==> config.mk <==
export PLATFORM = sky130hd
export DESIGN_NAME = shared_irq_agg
export DESIGN_NICKNAME = d
export VERILOG_FILES = /design/src/rtl/irqagg_pkg.sv /design/src/rtl/irqagg_ctrl.sv /design/src/rtl/irqagg_datapath.sv /design/src/rtl/shared_irq_agg.sv
export SDC_FILE = /design/constraint.sdc
export NUM_CORES = 1
export LEC_CHECK = 0
export ABC_AREA = 1
export BUFFER_PORTS_ARGS = -buffer_cell sky130_fd_sc_hd__buf_2
export CELL_PAD_IN_SITES_DETAIL_PLACEMENT = 0
export CELL_PAD_IN_SITES_GLOBAL_PLACEMENT = 1
export CORE_MARGIN = 4
export CORE_UTILIZATION = 25
export CTS_CLUSTER_DIAMETER = 200
export DETAILED_ROUTE_END_ITERATION = 6
export PLACE_DENSITY = 0.47
export SLEW_MARGIN = 20
export SYNTH_ARGS = -nofsm -noshare
export SYNTH_HDL_FRONTEND = slang
export SYNTH_SLANG_ARGS = --single-unit
==> constraint.sdc <==
create_clock -name clk -period 4.9 [get_ports clk]
set_clock_uncertainty 0.15 [all_clocks]
set_input_delay 0.735 -clock clk [delete_from_list [all_inputs] [get_ports clk]]
set_output_delay 0.735 -clock clk [all_outputs]
set_load 0.05 [all_outputs]
==> src/rtl/irqagg_pkg.sv <==
package irqagg_pkg;
  // strobes from register decode to the datapath
  typedef struct packed {
    logic clrStb;   // write to a clear word
    logic enStb;    // write to an enable word
    logic rdStatus; // address selects a status word
    logic rdEnable; // address selects an enable word
  } ctrlStrobeT;
endpackage

==> src/rtl/irqagg_ctrl.sv <==
module irqagg_ctrl
  import irqagg_pkg::*;
#(
  parameter int NUM_WORDS = 2,
  parameter int NUM_OUT   = 4,
  parameter int ADDR_W    = 4,
  parameter int WIDX_W    = 1,
  parameter int BIDX_W    = 2
) (
  input  logic              regWr,
  input  logic [ADDR_W-1:0] regAddr,
  output ctrlStrobeT        strobe,
  output logic [WIDX_W-1:0] wordIdx,
  output logic [BIDX_W-1:0] bankIdx
);
  localparam int CLR_BASE = NUM_WORDS;
  localparam int EN_BASE  = 2 * NUM_WORDS;
  localparam int REG_END  = EN_BASE + NUM_OUT * NUM_WORDS;

  int addrInt;
  int enOff;

  always_comb begin
    addrInt = int'(regAddr);
    enOff   = addrInt - EN_BASE;
    strobe  = '0;
    wordIdx = '0;
    bankIdx = '0;
    if (addrInt < CLR_BASE) begin
      strobe.rdStatus = 1'b1;
      wordIdx = WIDX_W'(addrInt);
    end else if (addrInt < EN_BASE) begin
      strobe.clrStb = regWr;
      wordIdx = WIDX_W'(addrInt - CLR_BASE);
    end else if (addrInt < REG_END) begin
      strobe.enStb    = regWr;
      strobe.rdEnable = 1'b1;
      wordIdx = WIDX_W'(enOff % NUM_WORDS);
      bankIdx = BIDX_W'(enOff / NUM_WORDS);
    end
  end
endmodule

==> src/rtl/irqagg_datapath.sv <==
module irqagg_datapath
  import irqagg_pkg::*;
#(
  parameter int NUM_SRC     = 64,
  parameter int NUM_OUT     = 4,
  parameter int WORD_W      = 32,
  parameter int NUM_WORDS   = 2,
  parameter int SYNC_STAGES = 2,
  parameter int WIDX_W      = 1,
  parameter int BIDX_W      = 2
) (
  input  logic                        clk,
  input  logic                        rst,
  input  logic [NUM_SRC-1:0]          srcIn,
  input  ctrlStrobeT                  strobe,
  input  logic [WIDX_W-1:0]           wordIdx,
  input  logic [BIDX_W-1:0]           bankIdx,
  input  logic [WORD_W-1:0]           wrData,
  output logic [WORD_W-1:0]           rdData,
  output logic [NUM_OUT-1:0]          irqOut,
  output logic [NUM_WORDS*WORD_W-1:0] pendVec,
  output logic [NUM_OUT-1:0]          gateVec
);
  localparam int PEND_W = NUM_WORDS * WORD_W;

  logic [NUM_SRC-1:0] syncQ [SYNC_STAGES];
  logic [NUM_SRC-1:0] srcPrev;
  logic [NUM_SRC-1:0] srcRise;
  logic [PEND_W-1:0]  riseWide;
  logic [PEND_W-1:0]  clrMask;
  logic [PEND_W-1:0]  pendReg;
  logic [PEND_W-1:0]  pendNext;
  logic [PEND_W-1:0]  enBank [NUM_OUT];
  logic [NUM_OUT-1:0] hitVec;
  logic [NUM_OUT-1:0] irqNext;

  // synchronizer chain plus previous-level flop for edge detection
  always_ff @(posedge clk) begin
    if (rst) begin
      for (int i = 0; i < SYNC_STAGES; i++) syncQ[i] <= '0;
      srcPrev <= '0;
    end else begin
      syncQ[0] <= srcIn;
      for (int i = 1; i < SYNC_STAGES; i++) syncQ[i] <= syncQ[i-1];
      srcPrev <= syncQ[SYNC_STAGES-1];
    end
  end

  assign srcRise = syncQ[SYNC_STAGES-1] & ~srcPrev;

  always_comb begin
    riseWide = '0;
    riseWide[NUM_SRC-1:0] = srcRise;
    riseWide[0] = 1'b0; // index 0 belongs to the all-enable gate
  end

  for (genvar w = 0; w < NUM_WORDS; w++) begin : g_clr
    assign clrMask[w*WORD_W +: WORD_W] =
      (strobe.clrStb && wordIdx == WIDX_W'(w)) ? wrData : '0;
  end

  // a new edge wins over a simultaneous clear
  assign pendNext = (pendReg & ~clrMask) | riseWide;

  always_ff @(posedge clk) begin
    if (rst) pendReg <= '0;
    else     pendReg <= pendNext;
  end

  always_ff @(posedge clk) begin
    if (rst) begin
      for (int o = 0; o < NUM_OUT; o++) enBank[o] <= '0;
    end else if (strobe.enStb) begin
      enBank[bankIdx][wordIdx*WORD_W +: WORD_W] <= wrData;
    end
  end

  for (genvar o = 0; o < NUM_OUT; o++) begin : g_out
    assign gateVec[o] = enBank[o][0];
    assign hitVec[o]  = |(pendReg & enBank[o]);
    assign irqNext[o] = gateVec[o] & hitVec[o];
  end

  always_ff @(posedge clk) begin
    if (rst) irqOut <= '0;
    else     irqOut <= irqNext;
  end

  always_ff @(posedge clk) begin
    if (rst)                  rdData <= '0;
    else if (strobe.rdStatus) rdData <= pendReg[wordIdx*WORD_W +: WORD_W];
    else if (strobe.rdEnable) rdData <= enBank[bankIdx][wordIdx*WORD_W +: WORD_W];
    else                      rdData <= '0;
  end

  assign pendVec = pendReg;
endmodule

==> src/rtl/shared_irq_agg.sv <==
module shared_irq_agg
  import irqagg_pkg::*;
#(
  parameter int NUM_SRC     = 64,
  parameter int NUM_OUT     = 4,
  parameter int WORD_W      = 32,
  parameter int SYNC_STAGES = 2,
  localparam int NUM_WORDS  = (NUM_SRC + WORD_W - 1) / WORD_W,
  localparam int NUM_REGS   = (2 + NUM_OUT) * NUM_WORDS,
  localparam int ADDR_W     = $clog2(NUM_REGS)
) (
  input  logic               clk,
  input  logic               rst,
  input  logic [NUM_SRC-1:0] srcIn,
  input  logic [ADDR_W-1:0]  regAddr,
  input  logic               regWr,
  input  logic [WORD_W-1:0]  regWrData,
  output logic [WORD_W-1:0]  regRdData,
  output logic [NUM_OUT-1:0] irqOut
);
  localparam int WIDX_W = (NUM_WORDS > 1) ? $clog2(NUM_WORDS) : 1;
  localparam int BIDX_W = (NUM_OUT > 1) ? $clog2(NUM_OUT) : 1;

  ctrlStrobeT                  strobe;
  logic [WIDX_W-1:0]           wordIdx;
  logic [BIDX_W-1:0]           bankIdx;
  logic [NUM_WORDS*WORD_W-1:0] pendVec;
  logic [NUM_OUT-1:0]          gateVec;

  irqagg_ctrl #(
    .NUM_WORDS(NUM_WORDS), .NUM_OUT(NUM_OUT), .ADDR_W(ADDR_W),
    .WIDX_W(WIDX_W), .BIDX_W(BIDX_W)
  ) u_ctrl (
    .regWr(regWr), .regAddr(regAddr), .strobe(strobe),
    .wordIdx(wordIdx), .bankIdx(bankIdx)
  );

  irqagg_datapath #(
    .NUM_SRC(NUM_SRC), .NUM_OUT(NUM_OUT), .WORD_W(WORD_W),
    .NUM_WORDS(NUM_WORDS), .SYNC_STAGES(SYNC_STAGES),
    .WIDX_W(WIDX_W), .BIDX_W(BIDX_W)
  ) u_dp (
    .clk(clk), .rst(rst), .srcIn(srcIn), .strobe(strobe),
    .wordIdx(wordIdx), .bankIdx(bankIdx), .wrData(regWrData),
    .rdData(regRdData), .irqOut(irqOut), .pendVec(pendVec),
    .gateVec(gateVec)
  );
endmodule

==> metrics.yaml <==
outcome: "complete, no violations"
io_buffers: 137
gp_congestion: 0.807
floorplan.initialDensity_pct: 25.2
remaining_drc_errors: 0
p_leak_nw: 12.1
crit_fanout: 16
ios: 139
placed_cell_area_sq_um: 25100
slew_headroom_pct: 45.5
whs_path_depth: 3
fmax_ghz: 0.309
drtPass1Iterations: 5
ys_seq_elements: 545
clock_sinks: 545
finalSetupViolations: 0
cap_violations: 0
wirelength_um: 82300
grt_max_degree: 129
postCtsResizedCells: 0
yosys_warnings: 0
hold_path.class: "in -> reg"
numCtsBuffers: 67
grt_pass1_vias: 18500
grt_usage_pct: 16.7
seq_area_frac_synth_pct: 58.5
rsz0062_at_grt: "false"
drt_iter0_drc: 1128
final.period_utilization_pct: 66.0
yosysTopAreaCell: "edfxtp_1"
via_per_inst: 4.43
fin_crit_ps: 3230
worst_r2r_path_depth: 8
diodes: 0
clock-root-buffer: "clkbuf_16"
clk_path_buf_depth: 3
drive_gt1_share_pct: 10.3
synth_top_area_share_pct: 33.4
grt_pass1_wl_um: 122000
critPathCaptureType: "flip-flop"
final_area_sq_um: 27300
hpwl_um: 54200
num_rows: 111
crit_type: "in -> reg"
hold_buffers: 0
start_kind: "input pin"
cts_tree: "yes"
powerDensity_nw_per_um2: 418
overflow: 0
syn2layout_area_growth_pct: 18.6
synth.distinct_cells: 24
synthMuxAreaShare_pct: 0
cp_data_arrival_time_ps: 3350
die_area_sq_um: 97100
worstMarginPinSlew_ps: 817
syn_inst: 2756
synthAdderAreaFrac_pct: 0.217
cts_setup_buffers: 0
finalHoldViolCount: 0
die_h_um: 312
peakVddDrop_uv: 231
die_x_um: 312
ant_nets: 0
totalNegativeSetupSlack_ps: 0
synth-xor-area-share_pct: 0
nets: 2981
core-area_sq_um: 91500
ys_top_cells_by_area: "edfxtp_1 33%, dfxtp_1 25%, nand2_1 7.9%, nor2_1 7.7%, inv_1 7.0%"
synth_nets: 2863
wire_per_inst_um: 20.0
synth_top_family_by_area: "simple AND/OR/NAND/NOR gates"
required_ps: 5020
ctsHtreeMaxLevel: 3
clkTransAtPathRegs_ps: 60
yosys.area_share.simple_pct: 24.2
vias: 18200
syn_avg_cell_area_sq_um: 8.36
finalMaxSlewViolations: 0
synth-compound-area-share_pct: 7.11
clock_latency_ps: 600
netlist_area_sq_um: 23000
antenna_found_initial: 2
per-stage QoR:
step	setup slack, ps	power (mW)	hold WS (ps)	instances	utilization [%]
6_report	1670	11.4	193	4112	29.8
5_1_grt	1480	11.9	181	4112	29.8
4_1_cts	1670	11.6	144	4112	29.8
3_5_place_dp	1040	6.59	245	3991	27.5
3_3_place_gp	1050	6.58	239	3991	27.5
2_1_floorplan	1100	6.02	238	2756	-
synth_stat cells:
cell and n:
buf_2 48, inv_1 427, nor2_1 475, nand3b_1 68, inv_2 2, a21oi_2 1, o21a_1 4, nand3_1 285
clkbuf_2 1, nor2_2 1, a21oi_1 35, buf_1 12, nor3b_1 1, o21ai_0 159, nor2_4 1, ha_1 4
o211ai_1 29, o22ai_1 63, clkinv_1 32, nand2_1 486, clkbuf_1 76, edfxtp_1 256, dfxtp_1 289, a21oi_4 1
report_power, final:
part / switching, mW / leakage, nW / internal (mW)
sequential: 0.145 / 4.80 / 5.05
clock: 2.01 / 1.08 / 2.95
combinational: 0.938 / 6.26 / 0.343
total: 3.09 / 12.1 / 8.34
layout make-up:
cell class	count	area, sq um
clock buffer	94	1950
inverter	461	1730
tap	1186	1480
clock inverter	27	233
multi-input combinational	1613	7320
sequential	545	13500
timing repair buffer	186	1120
fill	9794	64200
path summary, 6_finish.rpt:
kind / to / slack [ps] / start
max: u_dp.enBank[3][34] / 1670 / regAddr[2]
min: u_dp.syncQ[0][30] / 190 / srcIn[30]
max reg2reg: u_dp.irqOut[0] / 2950 / u_dp.pendVec[10]
min reg2reg: u_dp.pendVec[35] / 250 / u_dp.srcPrev[35]
metal layers:
layer / GRT usage [%] / up-vias / wire length [um]
li1: - / 9011 / -
met1: 24.3 / 8606 / 40800
met2: 26.0 / 475 / 35900
met3: 2.21 / 117 / 3880
met4: 4.71 / 0 / 1730
met5: 0 / - / 0
worst max-delay path, stage by stage:
cell     delay, ps
buf_2          110
inv_1           90
ha_1           240
nand2_1         70
inv_1           90
ha_4           130
inv_1           30
nand2_1         90
nand3_2        360
nand2_1        260
nand2_1        150
a21oi_4        580
buf_4          370
kinds of logic after synthesis:
logic type,Yosys count
compound gates,292
fa+ha+maj,4
simple gates,1317
flops,545
buf+inv,598
cell usage in the layout (no fill, tap or decap):
cell type	n
clkinv_4	3
inv_1	426
nand3_2	1
o22ai_1	63
nand2_4	1
dfxtp_1	289
inv_2	3
clkbuf_16	71
ha_4	1
inv_4	2
buf_2	136
edfxtp_1	256
clkinvlp_4	1
ha_1	3
clkbuf_8	10
inv_6	3
nand2_1	485
nand3_1	284
clkinv_2	11
o21a_1	4
nor2_1	474
a21oi_4	4
bufinv_16	3
o21ai_0	159
nor3b_1	1
clkinv_1	36
a21oi_1	33
clkbuf_1	14
nor2_4	2
o211ai_1	29
buf_12	5
nand3b_1	68
nor2_2	1
buf_4	44
state kept, by name, indices dropped and copies added (netlist names):
name and cells:
u_dp.srcPrev 63, u_dp.pendVec 64, u_dp.syncQ 126, u_dp.irqOut 4
u_dp.rdData 32, u_dp.enBank 256
No activity file was read; power rests on OpenSTA's default activity.
